<file path="src/rtl/usb_unstuff_pkg.sv">
package usb_unstuff_pkg;

  typedef enum logic [1:0] {
    ST_IDLE = 2'd0,
    ST_RECV = 2'd1,
    ST_DROP = 2'd2
  } rx_state_t;

  typedef enum logic [1:0] {
    BIT_NONE  = 2'd0,
    BIT_DATA  = 2'd1,
    BIT_STUFF = 2'd2,
    BIT_ERR   = 2'd3
  } bit_kind_t;

endpackage

</file>
<file path="src/rtl/usb_unstuff_run.sv">
module usb_unstuff_run
  import usb_unstuff_pkg::*;
#(
  parameter int RUN_LIMIT = 6
) (
  input  logic      clk,
  input  logic      rst,
  input  logic      clr,
  input  logic      take,
  input  logic      bit_in,
  output bit_kind_t kind
);
  localparam int CW = $clog2(RUN_LIMIT + 1);
  localparam logic [CW-1:0] LIM = CW'(RUN_LIMIT);

  logic [CW-1:0] ones_q;

  // Classify the bit being accepted from the length of the current run
  always_comb begin
    kind = BIT_NONE;
    if (take) begin
      if (ones_q == LIM) kind = bit_in ? BIT_ERR : BIT_STUFF;
      else               kind = BIT_DATA;
    end
  end

  always_ff @(posedge clk) begin
    if (rst || clr) begin
      ones_q <= '0;
    end else if (take) begin
      if (kind == BIT_DATA && bit_in) ones_q <= ones_q + 1'b1;
      else                            ones_q <= '0;
    end
  end

endmodule

</file>
<file path="src/rtl/usb_unstuff_pack.sv">
module usb_unstuff_pack #(
  parameter int BYTE_W = 8
) (
  input  logic              clk,
  input  logic              rst,
  input  logic              flush,
  input  logic              push,
  input  logic              din,
  output logic              byte_vld,
  output logic [BYTE_W-1:0] byte_out
);
  localparam int CW = $clog2(BYTE_W);
  localparam logic [CW-1:0] LAST = CW'(BYTE_W - 1);

  logic [BYTE_W-1:0] sr_q;
  logic [CW-1:0]     cnt_q;
  logic [BYTE_W-1:0] sr_nx;

  assign sr_nx = {din, sr_q[BYTE_W-1:1]};

  always_ff @(posedge clk) begin
    if (rst) begin
      sr_q     <= '0;
      cnt_q    <= '0;
      byte_vld <= 1'b0;
      byte_out <= '0;
    end else begin
      byte_vld <= 1'b0;
      if (flush) begin
        cnt_q <= '0;
      end else if (push) begin
        sr_q <= sr_nx;
        if (cnt_q == LAST) begin
          cnt_q    <= '0;
          byte_out <= sr_nx;
          byte_vld <= 1'b1;
        end else begin
          cnt_q <= cnt_q + 1'b1;
        end
      end
    end
  end

endmodule

</file>
<file path="src/rtl/usb_unstuff_fsm.sv">
module usb_unstuff_fsm
  import usb_unstuff_pkg::*;
(
  input  logic      clk,
  input  logic      rst,
  input  logic      sop,
  input  logic      eop,
  input  logic      bit_vld,
  input  logic      err_hit,
  output rx_state_t state,
  output logic      take,
  output logic      restart,
  output logic      pkt_end,
  output logic      pkt_err
);

  assign restart = sop | eop;
  assign take    = (state == ST_RECV) & bit_vld & ~sop & ~eop;

  always_ff @(posedge clk) begin
    if (rst) begin
      state   <= ST_IDLE;
      pkt_end <= 1'b0;
      pkt_err <= 1'b0;
    end else begin
      pkt_end <= 1'b0;
      pkt_err <= 1'b0;
      if (eop && state != ST_IDLE) begin
        state   <= ST_IDLE;
        pkt_end <= 1'b1;
        pkt_err <= (state == ST_DROP);
      end else if (sop) begin
        state <= ST_RECV;
      end else if (err_hit) begin
        state <= ST_DROP;
      end
    end
  end

endmodule

</file>
<file path="src/rtl/usb_unstuffer.sv">
module usb_unstuffer
  import usb_unstuff_pkg::*;
#(
  parameter int RUN_LIMIT = 6,
  parameter int BYTE_W    = 8
) (
  input  logic              clk,
  input  logic              rst,
  input  logic              sop,
  input  logic              eop,
  input  logic              bit_vld,
  input  logic              bit_in,
  output logic              byte_vld,
  output logic [BYTE_W-1:0] byte_out,
  output logic              pkt_end,
  output logic              pkt_err
);

  rx_state_t state;
  bit_kind_t kind;
  logic      take;
  logic      restart;
  logic      err_hit;
  logic      push;
  logic      in_drop;

  assign err_hit = (kind == BIT_ERR);
  assign push    = (kind == BIT_DATA);
  assign in_drop = (state == ST_DROP);

  usb_unstuff_fsm u_fsm (
    .clk     (clk),
    .rst     (rst),
    .sop     (sop),
    .eop     (eop),
    .bit_vld (bit_vld),
    .err_hit (err_hit),
    .state   (state),
    .take    (take),
    .restart (restart),
    .pkt_end (pkt_end),
    .pkt_err (pkt_err)
  );

  usb_unstuff_run #(.RUN_LIMIT(RUN_LIMIT)) u_run (
    .clk    (clk),
    .rst    (rst),
    .clr    (restart),
    .take   (take),
    .bit_in (bit_in),
    .kind   (kind)
  );

  usb_unstuff_pack #(.BYTE_W(BYTE_W)) u_pack (
    .clk      (clk),
    .rst      (rst),
    .flush    (restart),
    .push     (push),
    .din      (bit_in),
    .byte_vld (byte_vld),
    .byte_out (byte_out)
  );

endmodule

</file>
<file path="config.mk">
export PLATFORM = sky130hd
export DESIGN_NAME = usb_unstuffer
export DESIGN_NICKNAME = d
export VERILOG_FILES = /design/src/rtl/usb_unstuff_pkg.sv /design/src/rtl/usb_unstuff_run.sv /design/src/rtl/usb_unstuff_pack.sv /design/src/rtl/usb_unstuff_fsm.sv /design/src/rtl/usb_unstuffer.sv
export SDC_FILE = /design/constraint.sdc
export NUM_CORES = 1
export LEC_CHECK = 0
export BUFFER_PORTS_ARGS = -buffer_cell sky130_fd_sc_hd__buf_2
export CAP_MARGIN = 20
export CORE_UTILIZATION = 45
export CTS_CLUSTER_DIAMETER = 100
export DETAILED_ROUTE_END_ITERATION = 7
export PLACE_DENSITY_LB_ADDON = 0.08
export SETUP_SLACK_MARGIN = 0.4
export SYNTH_ARGS = -nofsm -noshare
export SYNTH_HDL_FRONTEND = slang
export SYNTH_HIERARCHICAL = 1
export SYNTH_SLANG_ARGS = --single-unit
</file>
<file path="constraint.sdc">
create_clock -name clk -period 2 [get_ports clk]
set_input_delay 0.4 -clock clk [delete_from_list [all_inputs] [get_ports clk]]
set_output_delay 0.4 -clock clk [all_outputs]
set_load 0.1 [all_outputs]
</file>
Word-level counts from Yosys, hierarchy flattened
Cells that the tools add are included.
Storage, ports and cells
  logic and storage cells: 47
  register bits after elaboration: 27
  output and inout bits: 11
  input port bits: 6
Operators by class
  muxes and demuxes: 9
  bitwise logic cells: 9
  eq/ne operators: 6
  add/sub/neg operators: 2
  reductions and logical operators: 12
Operators by type and width (number)
  $add 3x1->3 const B: 2
  $eq 3x3->1 const B: 2
  $mux 3: 2
  $reduce_or 2->1: 3
  $reduce_or 3->1: 2
  $mux 1: 5
  $not 1->1: 5
  $eq 2x1->1 const B: 2
  $eq 2x2->1 const B: 2
  $mux 2: 2
  $reduce_bool 2->1: 2
  $and 1x1->1: 3
  $reduce_and 3->1: 1
  $logic_and 1x1->1: 2
  $reduce_and 2->1: 1
  $logic_or 1x1->1: 1
  $or 1x1->1: 1

Depth between registers and ports, before layout
  word-level depth: 8
  depth in mapped cells: 10

Hierarchy
The synthesis kept the hierarchy.
By module, submodules not included
  usb_unstuff_pack: seq. area each 380.4 µm², area each 738.2 µm², instances 1, cells each 77
  usb_unstuff_run: seq. area each 60.1 µm², area each 188.9 µm², instances 1, cells each 20
  usb_unstuff_fsm: seq. area each 80.1 µm², area each 161.4 µm², instances 1, cells each 16
  usb_unstuffer: seq. area each 0.0 µm², area each 16.3 µm², instances 1, cells each 2

Least setup slack after synthesis
Ideal clock, no wire load.
  kind: input to register
  start: in sop
  end: reg u_pack.byte_out[0]
  required time: 1880 ps
  library setup time: 120 ps
  data arrival time: 1653 ps
  cell stages on the path: 9
  path slack: 227 ps
  cells stage by stage: nor2_1 and4b_2 and3_1 and2b_2 buf_6 and3b_2 buf_6 nand2_1 a21oi_1
Between the ends
  longest elaborated chain between the ends: 6
  elaborated cells between the ends (all ways): 8
RTL lines
  start: declaration: RTL line usb_unstuffer.sv:9  | input logic sop,
  $not 1->1: RTL line usb_unstuff_fsm.sv:18  | assign take = (state == ST_RECV) & bit_vld & ~sop & ~eop;
  $and 1x1->1 (2 in series): RTL line usb_unstuff_fsm.sv:18
  named net take: RTL line usb_unstuffer.sv:21  | logic take;
  $mux 2: RTL line usb_unstuff_run.sv:21  | if (take) begin
  named net kind[1]: RTL line usb_unstuffer.sv:20  | bit_kind_t kind;
  $eq 2x1->1: RTL line usb_unstuffer.sv:28  | assign push = (kind == BIT_DATA);
  named net push: RTL line usb_unstuffer.sv:24  | logic push;
  $reduce_and 3->1 (no line)
  end signal: assignment: RTL line usb_unstuff_pack.sv:35  | byte_out <= sr_nx;
  end: declaration: RTL line usb_unstuff_pack.sv:10  | output logic [BYTE_W-1:0] byte_out
The timed path passes the listed nets, and every way through them passes these cells.
A chain may end at the register's enable or synchronous reset.

Final worst setup path
  start: reg u_fsm.state[0]
  end: reg u_pack.sr_q[5]
Between the ends
  longest elaborated chain between the ends: 7
RTL lines
  start: declaration: RTL line usb_unstuff_fsm.sv:10  | output rx_state_t state,
  start signal: assignment: RTL line usb_unstuff_fsm.sv:22  | state <= ST_IDLE;
  start signal: assignment: RTL line usb_unstuff_fsm.sv:29  | state <= ST_IDLE;
  start signal: assignment: RTL line usb_unstuff_fsm.sv:33  | state <= ST_RECV;
  $eq 2x1->1: RTL line usb_unstuff_fsm.sv:18
  $and 1x1->1 (3 in series): RTL line usb_unstuff_fsm.sv:18
  named net take: RTL line usb_unstuffer.sv:21
  $mux 2: RTL line usb_unstuff_run.sv:21
  named net kind[1]: RTL line usb_unstuffer.sv:20
  $eq 2x1->1: RTL line usb_unstuffer.sv:28
  named net push: RTL line usb_unstuffer.sv:24
  $reduce_and 2->1 (no line)
  end signal: assignment: RTL line usb_unstuff_pack.sv:32  | sr_q <= sr_nx;
  end: declaration: RTL line usb_unstuff_pack.sv:15  | logic [BYTE_W-1:0] sr_q;
The timed path passes the listed nets, and every way through them passes these cells.

==> reports/qor.csv <==
stage,metric,value,unit
die,core area,2250,µm²
final_layout,Final Cell Area,1270,µm²
die,Site Rows,17,
setup_path,CP Launch Type,flip-flop,
logic_synthesis,"Seq/Total Area, Yosys",47.1,%
pwr,Clock power frac,27.2,%
final_layout,Layout Nets,147,
placement,placed cell count,155,
pwr,share of total power in combinational logic,5.4,%
global_route,vias in the first global route,763,
global_route,first-pass GRT wire length,3330,µm
placement,Final HPWL DP,1310,µm
route,DRT iter0 DRCs,12,
placement,placed cell areas,1180,µm²
logic_synthesis,synth warn,6,
sta,worst slew pin tran,0.486,ns
cts,CTS root buf,clkbuf_4,
cts,TritonCTS clock tree,done,
route,# DRC,0,
final_layout,Layout area overhead,15.3,%
pwr,Psw,0.169,mW
pwr,leakage power,0.519,nW
pwr,switch share,21.9,%
route,antenna-violating nets left,0,
pwr,Flop pwr share,67.4,%
sta,fin crit period,1.68,ns
flow_run,Max Cap Violations,0,
sta,pins over their slew limit,0,
cts,clk slew on worst S/H paths,0.13,ns
setup_path,"slowest stage cell, crit path",dfxtp_2,
final_layout,Inserted Diodes,0,
pwr,P_int,0.606,mW
cts,TritonCTS Buffers,3,
setup_path,"Max FO, Critical Path",7,
global_route,GRT Total Usage,16.8,%
cts,# hold bufs at CTS,0,
outcome,status,completed,
global_route,antenna violations before repair,0,
pwr,Max IR drop VDD,0.424,mV
hold_path,Min-Delay Path Class,primary input to flip-flop,
sta,final-report hold violation count,0,
setup_path,CP Capture Type,flip-flop,
die,Starting Density,49.0,%
sta,Final period util,84.1,%
pwr,PwrDens,609,nW/µm²
sta,Rel. slew slack,67.8,%
die,Die Height,51.6,µm
final_layout,fillers,221,
final_layout,multi-input logic area,558,µm²
route,final wirelength,1880,µm
die,I/O pin count,17,
sta,Post-Route Skew,0.00613,ns
sta,Setup-failing EPs final,0,
final_layout,"commonest non-fill, non-tap cells in the layout","dfxtp_1 (22), nand2_1 (17), buf_2 (16)",
sta,Setup TNS,0,ns
setup_path,Worst Path Arrival,1.87,ns
cts,"Clk Latency, worst-skew pair",0.31,ns
die,Die ar.,2660,µm²
setup_path,Crit path buffers/inverters,0,
cts,TritonCTS Sinks,26,
final_layout,share of cells above drive strength 1,31.1,%
setup_path,Worst path max stage delay,0.36,ns
logic_synthesis,unique cell type count in the Yosys netlist,33,
setup_path,Setup CP Type,flip-flop to flip-flop,
global_route,gr ovfl total,0,
logic_synthesis,syn nets,125,
final_layout,final cell count without fillers,163,
global_route,largest net degree at the start of global routing,28,
cts,CTS H-Tree Depth,1,
placement,Buffers on Ports,16,
setup_path,crit-path cells,and4b_2 -> and3_4 -> and2b_2 -> nor2b_4 -> mux2i_1 -> nor2_1,
route,drt wl/cell,11.5,µm
pwr,total power,0.775,mW
sta,Fmax,594,MHz
logic_synthesis,area of the mapped netlist,1100,µm²
route,vias per cell,4.98,
sta,RSZ-0062 raised after global routing,true,
cts,Max Buffers Root-to-Sink,2,
die,Die Width,51.6,µm
placement,Placer Congestion,0.708,
final_layout,"commonest non-fill, non-tap cell in the layout",dfxtp_1,
logic_synthesis,Post-Synthesis Cells,115,
route,Vias,812,
setup_path,Crit path required time,2.19,ns
route,DR pass1 iterations,4,
final_layout,FF+latch area,526,µm²
logic_synthesis,synthesized area per cell,9.61,µm²
logic_synthesis,#FFs+latches synth,26,
setup_path,"delay-heaviest family, CP",simple AND/OR/NAND/NOR gates,
[final cells by class]
cell class / instances / share of cell area [%]
Clock buffer: 3 / 1.77
Inverter: 2 / 0.589
Multi-Input combinational cell: 82 / 43.8
Sequential cell: 26 / 41.3
Tap cell: 28 / 2.75
Timing Repair Buffer: 22 / 9.82
[sequential cells by signal, summed over array words and instances, names as in the netlist]
register / cells
u_pack/byte_out: 8
u_pack/sr_q: 7
u_pack/cnt_q: 3
u_run/ones_q: 3
u_fsm/state: 2
u_fsm/pkt_end: 1
u_fsm/pkt_err: 1
u_pack/byte_vld: 1
[power by group through the flow]
stage,Clock (mW),Sequential [mW],Combinational [mW]
after floorplan,0,0.539,0.0219
after global placement,0,0.534,0.0386
after detailed placement,0,0.534,0.0393
after CTS,0.224,0.523,0.0410
after global routing,0.240,0.523,0.0461
final,0.211,0.523,0.0417
[worst reg2reg max path: stages (launching register included)]
cell and delay [ns]:
dfxtp_2 0.36, and4b_2 0.27, and3_4 0.17, and2b_2 0.21
nor2b_4 0.28, mux2i_1 0.22, nor2_1 0.05
[routing by layer]
layer  GRT usage, %  vias to the layer above  wire (µm)
met5              0                        -          0
met4           8.11                        0          9
met3           2.63                        2         59
met2           25.1                       13        827
met1           23.3                      359        986
li1               -                      438          -
[cell usage after synthesis]
library cell	n	area, µm²
a211oi_1	2	15.0
a21boi_2	1	11.3
a21oi_1	9	45.0
a2bb2oi_1	1	8.76
a311oi_1	1	8.76
and2_2	1	7.51
and2b_2	1	8.76
and3_1	1	6.26
and3b_2	1	10.0
and4b_2	1	11.3
buf_2	1	5.00
buf_6	3	33.8
clkbuf_2	1	5.00
dfxtp_1	26	521
ha_1	4	50.1
inv_1	2	7.51
mux2i_1	8	80.1
nand2_1	18	67.6
nand2b_1	4	25.0
nand3_1	1	5.00
nand3b_1	2	15.0
nand3b_2	1	11.3
nand4b_1	1	8.76
nor2_1	11	41.3
nor2b_4	1	13.8
nor3_1	3	15.0
nor3b_1	2	15.0
nor4_1	1	6.26
nor4bb_1	1	10.0
o21a_1	2	15.0
o21ai_0	1	5.00
or2_2	1	6.26
or4b_1	1	10.0
[cell families after synthesis]
family	count (synthesis)	share of synthesized area [%]
simple gates	53	26.6
flops	26	47.1
compound gates	17	9.85
mux	8	7.25
buf+inv	7	4.64
fa+ha+maj	4	4.53
[repair_timing]
item	CTS	global route
gates cloned	0	0
setup endpoints to repair	20	20
pin swaps	2	1
gates resized for setup	9	2
buffers inserted	4	1
[path summary, 6_finish.rpt]
check / from / endpoint / slack, ns / cells after the start
worst min register to register: u_fsm/state[0] / u_fsm/pkt_err / 0.46 / 1
worst max-delay path: u_fsm/state[0] / u_pack/sr_q[5] / 0.32 / 6
worst min-delay path: sop / u_fsm/state[1] / 0.27 / 2
worst max register to register: u_fsm/state[0] / u_pack/sr_q[5] / 0.32 / 6
[per-stage QoR]
stage	hold WS [ns]	worst slack, ns	utilization [%]
2_1_floorplan	0.431	0.234	-
3_3_place_gp	0.444	0.118	52.5
3_5_place_dp	0.448	0.0937	52.5
4_1_cts	0.258	0.306	55.8
5_1_grt	0.267	0.207	56.5
6_report	0.273	0.318	56.5
Note: power is estimated with default switching activity, not from simulation.
